$ cat config.mk
export PLATFORM = sky130hd
export DESIGN_NAME = chain_cell_enable
export DESIGN_NICKNAME = d
export VERILOG_FILES = /design/src/rtl/chain_cell_pkg.sv /design/src/rtl/cce_cfg_reg.sv /design/src/rtl/cce_enable_fsm.sv /design/src/rtl/cce_link_stage.sv /design/src/rtl/chain_cell_enable.sv
export SDC_FILE = /design/constraint.sdc
export NUM_CORES = 1
export LEC_CHECK = 0
export ABC_AREA = 1
export ABC_CLOCK_PERIOD_IN_PS = 1030
export BUFFER_PORTS_ARGS = -buffer_cell sky130_fd_sc_hd__buf_2
export CORE_MARGIN = 5
export CORE_UTILIZATION = 43
export DETAILED_ROUTE_END_ITERATION = 12
export GPL_TIMING_DRIVEN = 1
export PLACE_DENSITY = 0.74
export SYNTH_ARGS = -nofsm -noshare
export SYNTH_HDL_FRONTEND = slang
export SYNTH_HIERARCHICAL = 1
export SYNTH_SLANG_ARGS = --single-unit
$ cat constraint.sdc
create_clock -name clk -period 1.03 [get_ports clk]
set_input_delay 0.1545 -clock clk [delete_from_list [all_inputs] [get_ports clk]]
set_output_delay 0.1545 -clock clk [all_outputs]
set_load 0.005 [all_outputs]
$ cat src/rtl/chain_cell_pkg.sv
package chain_cell_pkg;

    typedef enum logic [0:0] {
        ST_ARMED = 1'b0,
        ST_LIVE  = 1'b1
    } cell_state_e;

    localparam int MODE_W = 2;
    localparam int EDGE_W = 3;
    localparam int LVL_W  = 2;

    localparam logic [MODE_W-1:0] MODE_CAP = 2'b00;
    localparam logic [MODE_W-1:0] MODE_CMP = 2'b01;

    function automatic logic mode_is_timer(input logic [MODE_W-1:0] m);
        return m[1];
    endfunction

endpackage

$ cat src/rtl/cce_cfg_reg.sv
module cce_cfg_reg
    import chain_cell_pkg::*;
#(
    parameter int LINK_W = 2,
    localparam int OCM_W = LINK_W + 1
) (
    input  logic              clk,
    input  logic              rst_n,
    input  logic              wr_en,
    input  logic [MODE_W-1:0] wr_mode,
    input  logic [EDGE_W-1:0] wr_edge_sel,
    input  logic [LVL_W-1:0]  wr_lvl_sel,
    input  logic [OCM_W-1:0]  wr_link_mode,
    output logic [OCM_W-1:0]  link_mode_q,
    output logic              deact_cap,
    output logic              deact_cmp
);

    logic [MODE_W-1:0] mode_q;
    logic [EDGE_W-1:0] edge_q;
    logic [LVL_W-1:0]  lvl_q;

    always_ff @(posedge clk or negedge rst_n) begin
        if (!rst_n) begin
            mode_q      <= MODE_CAP;
            edge_q      <= '0;
            lvl_q       <= '0;
            link_mode_q <= '0;
        end else if (wr_en) begin
            mode_q      <= wr_mode;
            edge_q      <= wr_edge_sel;
            lvl_q       <= wr_lvl_sel;
            link_mode_q <= wr_link_mode;
        end
    end

    always_comb begin
        deact_cap = (mode_q == MODE_CAP) && (edge_q == '0);
        deact_cmp = (mode_q == MODE_CMP) && (lvl_q == '0);
    end

endmodule

$ cat src/rtl/cce_enable_fsm.sv
module cce_enable_fsm
    import chain_cell_pkg::*;
(
    input  logic clk,
    input  logic rst_n,
    input  logic wr_en,
    input  logic wr_rmw,
    input  logic wr_timer,
    input  logic wr_eoa,
    input  logic wr_eoa_seen,
    input  logic link_wake,
    output logic cell_en
);

    cell_state_e state_q, state_d;
    logic        eoa_apply;

    // Protected bit: an atomic write only counts when it flips the bit it read.
    assign eoa_apply = !wr_rmw || (wr_eoa != wr_eoa_seen);

    always_ff @(posedge clk or negedge rst_n) begin
        if (!rst_n) state_q <= ST_ARMED;
        else        state_q <= state_d;
    end

    always_comb begin
        state_d = state_q;
        unique case (state_q)
            ST_ARMED: begin
                if (wr_en) begin
                    if (wr_timer)                  state_d = ST_LIVE;  // T_TIMER_WAKE
                    else if (eoa_apply && !wr_eoa) state_d = ST_LIVE;  // T_WR_ENABLE
                end else if (link_wake) begin
                    state_d = ST_LIVE;                                 // T_LINK_WAKE
                end
            end
            ST_LIVE: begin
                if (wr_en && !wr_timer && eoa_apply && wr_eoa)
                    state_d = ST_ARMED;                                // T_WR_DISARM
            end
        endcase
    end

    always_comb begin
        cell_en = (state_q == ST_LIVE);
    end

endmodule

$ cat src/rtl/cce_link_stage.sv
module cce_link_stage #(
    parameter int LINK_W = 2
) (
    input  logic              clk,
    input  logic              rst_n,
    input  logic [LINK_W-1:0] link_in,
    input  logic [LINK_W-1:0] cmd_bits,
    input  logic              imm_pass,
    input  logic              hit,
    input  logic              deact_cap,
    input  logic              deact_cmp,
    input  logic              evt_in,
    output logic [LINK_W-1:0] link_out,
    output logic              evt_out
);

    logic evt_q;

    for (genvar i = 0; i < LINK_W; i++) begin : g_lane
        logic lane_q;
        always_ff @(posedge clk or negedge rst_n) begin
            if (!rst_n) lane_q <= 1'b0;
            else        lane_q <= link_in[i] | (hit & cmd_bits[i]);
        end
        assign link_out[i] = lane_q | (imm_pass & link_in[i]);
    end

    always_ff @(posedge clk or negedge rst_n) begin
        if (!rst_n) evt_q <= 1'b0;
        else        evt_q <= hit;
    end

    always_comb begin
        if (deact_cap)      evt_out = 1'b0;
        else if (deact_cmp) evt_out = evt_in;
        else                evt_out = evt_q;
    end

endmodule

$ cat src/rtl/chain_cell_enable.sv
module chain_cell_enable
    import chain_cell_pkg::*;
#(
    parameter int LINK_W = 2,
    localparam int OCM_W = LINK_W + 1
) (
    input  logic              clk,
    input  logic              rst_n,
    input  logic              wr_en,
    input  logic              wr_rmw,
    input  logic [MODE_W-1:0] wr_mode,
    input  logic [EDGE_W-1:0] wr_edge_sel,
    input  logic [LVL_W-1:0]  wr_lvl_sel,
    input  logic [OCM_W-1:0]  wr_link_mode,
    input  logic              wr_eoa,
    input  logic              wr_eoa_seen,
    input  logic              local_evt,
    input  logic              evt_in,
    input  logic [LINK_W-1:0] link_in,
    output logic              cell_en,
    output logic [LINK_W-1:0] link_out,
    output logic              evt_out
);

    logic [OCM_W-1:0] link_mode_q;
    logic             deact_cap;
    logic             deact_cmp;
    logic             imm_pass;
    logic             local_hit;

    cce_cfg_reg #(.LINK_W(LINK_W)) u_cfg (
        .clk          (clk),
        .rst_n        (rst_n),
        .wr_en        (wr_en),
        .wr_mode      (wr_mode),
        .wr_edge_sel  (wr_edge_sel),
        .wr_lvl_sel   (wr_lvl_sel),
        .wr_link_mode (wr_link_mode),
        .link_mode_q  (link_mode_q),
        .deact_cap    (deact_cap),
        .deact_cmp    (deact_cmp)
    );

    cce_enable_fsm u_fsm (
        .clk         (clk),
        .rst_n       (rst_n),
        .wr_en       (wr_en),
        .wr_rmw      (wr_rmw),
        .wr_timer    (mode_is_timer(wr_mode)),
        .wr_eoa      (wr_eoa),
        .wr_eoa_seen (wr_eoa_seen),
        .link_wake   (|link_in),
        .cell_en     (cell_en)
    );

    assign imm_pass  = link_mode_q[LINK_W];
    assign local_hit = local_evt & cell_en & ~deact_cap & ~deact_cmp;

    cce_link_stage #(.LINK_W(LINK_W)) u_link (
        .clk       (clk),
        .rst_n     (rst_n),
        .link_in   (link_in),
        .cmd_bits  (link_mode_q[LINK_W-1:0]),
        .imm_pass  (imm_pass),
        .hit       (local_hit),
        .deact_cap (deact_cap),
        .deact_cmp (deact_cmp),
        .evt_in    (evt_in),
        .link_out  (link_out),
        .evt_out   (evt_out)
    );

endmodule

==> impl_results.md <==
* Status: finished with violations
* Failing checks: setup timing
* Initial antenna violation count at 0
* GR Util All Layers at 0.113
* Reg-to-reg critical path endpoint: u_link/g_lane[0].lane_q
* Vias/cell at 4.51
* Vias in the first global route at 571
* TritonCTS Buffers at 3
* Slew headroom at 0.797
* # H-tree levels at 1
* Placed Area at 873 um^2
* Area grow syn2layout at 35.2%
* Fin. Hold Viols at 0
* Ports at 24
* Worst slew pin tran at 0.304 ns
* Starting density of the core at 0.459
* Number of sinks on the clock net at 14
* Crit Path Max Fanout at 2
* Fin. max-slew vios at 0
* Final Worst Setup Slack at -0.352 ns
* Die W at 50.6 um
* Die area at 2560 um^2
* Flop2flop setup slack at -0.05 ns
* CP endpoint kind: output port
* Skew-Pair Late Insertion Delay at 0.28 ns
* Residual DRC at 0
* WS Path Type: reg -> out
* Worst min-delay path class: in -> reg
* Max clock buf depth at 2
* Hold Path Origin: wr_edge_sel[0]
* Setup Skew at 0.00603 ns
* Wire length per cell at 10.1 um
* Antenna cells at 0
* Post-Syn Instances at 87
* Most frequent cells in the layout: nand2_1 (26), buf_2 (23), inv_1 (20)
* Gr ovfl total at 0
* Proportion of layout cells with a drive suffix above 1 at 0.435
* Final GP Congestion at 0.727
* Crit start category: flop
* PwrDens at 1320 nW/um^2
* Via Count at 632
* Commonest non-fill, non-tap cell in the layout: nand2_1
* Nets@finish at 145
* HPWL after detailed placement at 1080 um
* Post-Syn Area at 708 um^2
* Pleak at 0.000544 uW
* Placeable core area at 1540 um^2
* Setup TNS at -0.514 ns
* Pre-antenna DRT Iters at 4
* Max Fclk at 724 MHz
* I/O Buffers at 23
* CP arrival at 1.23 ns
* Pin count of the biggest net entering global routing at 15
* Worst-path clk slew at 0.08 ns
* Netlist cell types at 11
* Design area at 957 um^2
* Drt total wl at 1410 um
* Final min period at 1.38 ns
* CTS tree: done
* Slowest stage delay, CP at 0.39 ns
* Worst-path cell chain: nor2_1 > nand2_1 > nor2_2 > inv_1 > nand2_1 > nor2_2 > buf_2
* Worst Hold Depth at 3
* Hold EP: u_cfg/edge_q[0]
* Fill cell count at 137
* Synthesis Warnings at 6
* RSZ-0062 raised after global routing: true
* Initial drt markers at 5
* RR Startpoint: u_cfg/edge_q[1]
* Root Buffer: clkbuf_4
* Syn Nets at 107
* R2R depth at 8
* #FFs+latches synth at 14
* Routed Antenna Nets at 0
* Power after layout at 1270 uW
* Global-route wire length before repair at 2210 um
* Rows at 14
* Final period utilization at 1.34
* Mean post-synth cell area at 8.14 um^2
* Final setup vio count at 5
* Req. time, crit path at 0.88 ns
* Maximum vdd drop at 0.000850 V
* Final core occ at 0.621
* Critical path's slowest cell: dfrtp_1
* # Max-Cap Violations at 0
* Chip Height at 50.6 um
* Sequential area share after synthesis at 0.495
* Worst hold slack at 0.0778 ns
-- cells in the mapped netlist --
| cell type | count | share of area |
|---|---|---|
| o21bai_1 | 2 | 0.021 |
| nor2_2 | 1 | 0.0088 |
| buf_6 | 2 | 0.032 |
| dfrtp_1 | 14 | 0.49 |
| o21ai_2 | 10 | 0.12 |
| inv_1 | 21 | 0.11 |
| nor3_1 | 1 | 0.0071 |
| or2_1 | 1 | 0.0088 |
| nand2_1 | 26 | 0.14 |
| a21oi_2 | 1 | 0.012 |
| nor2_1 | 8 | 0.042 |
-- per-stage QoR --
stage / worst slack, ns / std cells
floorplan: 0.0478 / 87
detailed placement: -0.0852 / 131
finish: -0.352 / 140
CTS: -0.373 / 137
global placement: -0.0372 / 131
global route: -0.461 / 140
-- routing by layer --
metal / part of all wire / vias up / wire (um) / GRT usage
met5: 0 / - / 0 / 0
met4: 0.016 / 0 / 22 / 0.0638
met3: 0.052 / 2 / 74 / 0.0385
met2: 0.55 / 15 / 773 / 0.190
met1: 0.38 / 283 / 541 / 0.123
li1: - / 332 / - / -
-- repair_timing --
item,4_1_cts,5_1_grt
resized for setup,3,1
hold buffers,1,0
buffers inserted,1,3
endpoints found under the hold margin,14,0
pin swaps,2,1
setup endpoints to repair,5,6
-- how the worst max path moves through the flow --
stage | startpoint | end | slack [ns] | cells past startpoint
after detailed placement | u_cfg/edge_q[2] | evt_out | -0.09 | 7
final | u_cfg/edge_q[1] | evt_out | -0.35 | 7
after CTS | u_cfg/edge_q[2] | evt_out | -0.37 | 7
after global routing | u_cfg/edge_q[1] | evt_out | -0.46 | 7
after global placement | u_cfg/mode_q[1] | evt_out | -0.04 | 7
after floorplan | u_cfg/mode_q[1] | u_link/g_lane[0].lane_q | 0.05 | 8
-- sequential cells by signal, indices dropped and copies added (netlist names) --
| name | count |
|---|---|
| u_cfg/lvl_q | 2 |
| u_fsm/cell_en | 1 |
| u_link/g_lane.lane_q | 2 |
| u_link/evt_q | 1 |
| u_cfg/mode_q | 2 |
| u_cfg/edge_q | 3 |
| u_cfg/link_mode_q | 3 |
-- power by group --
| group | switching, uW | leakage [uW] | internal [uW] |
|---|---|---|---|
| clock | 171 | 0.0000210 | 215 |
| combinational | 133 | 0.000358 | 133 |
| sequential | 19.9 | 0.000165 | 596 |
| total | 323 | 0.000544 | 944 |
-- final cells by class --
type	count	area, um^2	share of cell area
flip-flops and latches	14	350	0.366
clock buffers	4	36.3	0.0379
multi-input cells	50	264	0.276
inverters	21	78.8	0.0824
repair buffers	35	208	0.217
well taps	16	20.0	0.0209
-- cells by family after synthesis --
group                  after synthesis  synth area share
and+or+nand+nor                     37             0.205
buffers and inverters               23             0.143
DFF                                 14             0.495
AOI/OAI and AO/OA                   13             0.157
-- worst max-delay path, delay by kind of cell (launching register included) --
family	cells	cell delay, ns
simple gates	5	0.40
buf+inv	2	0.16
flops	1	0.39
No activity file was read; power rests on OpenSTA's default activity.
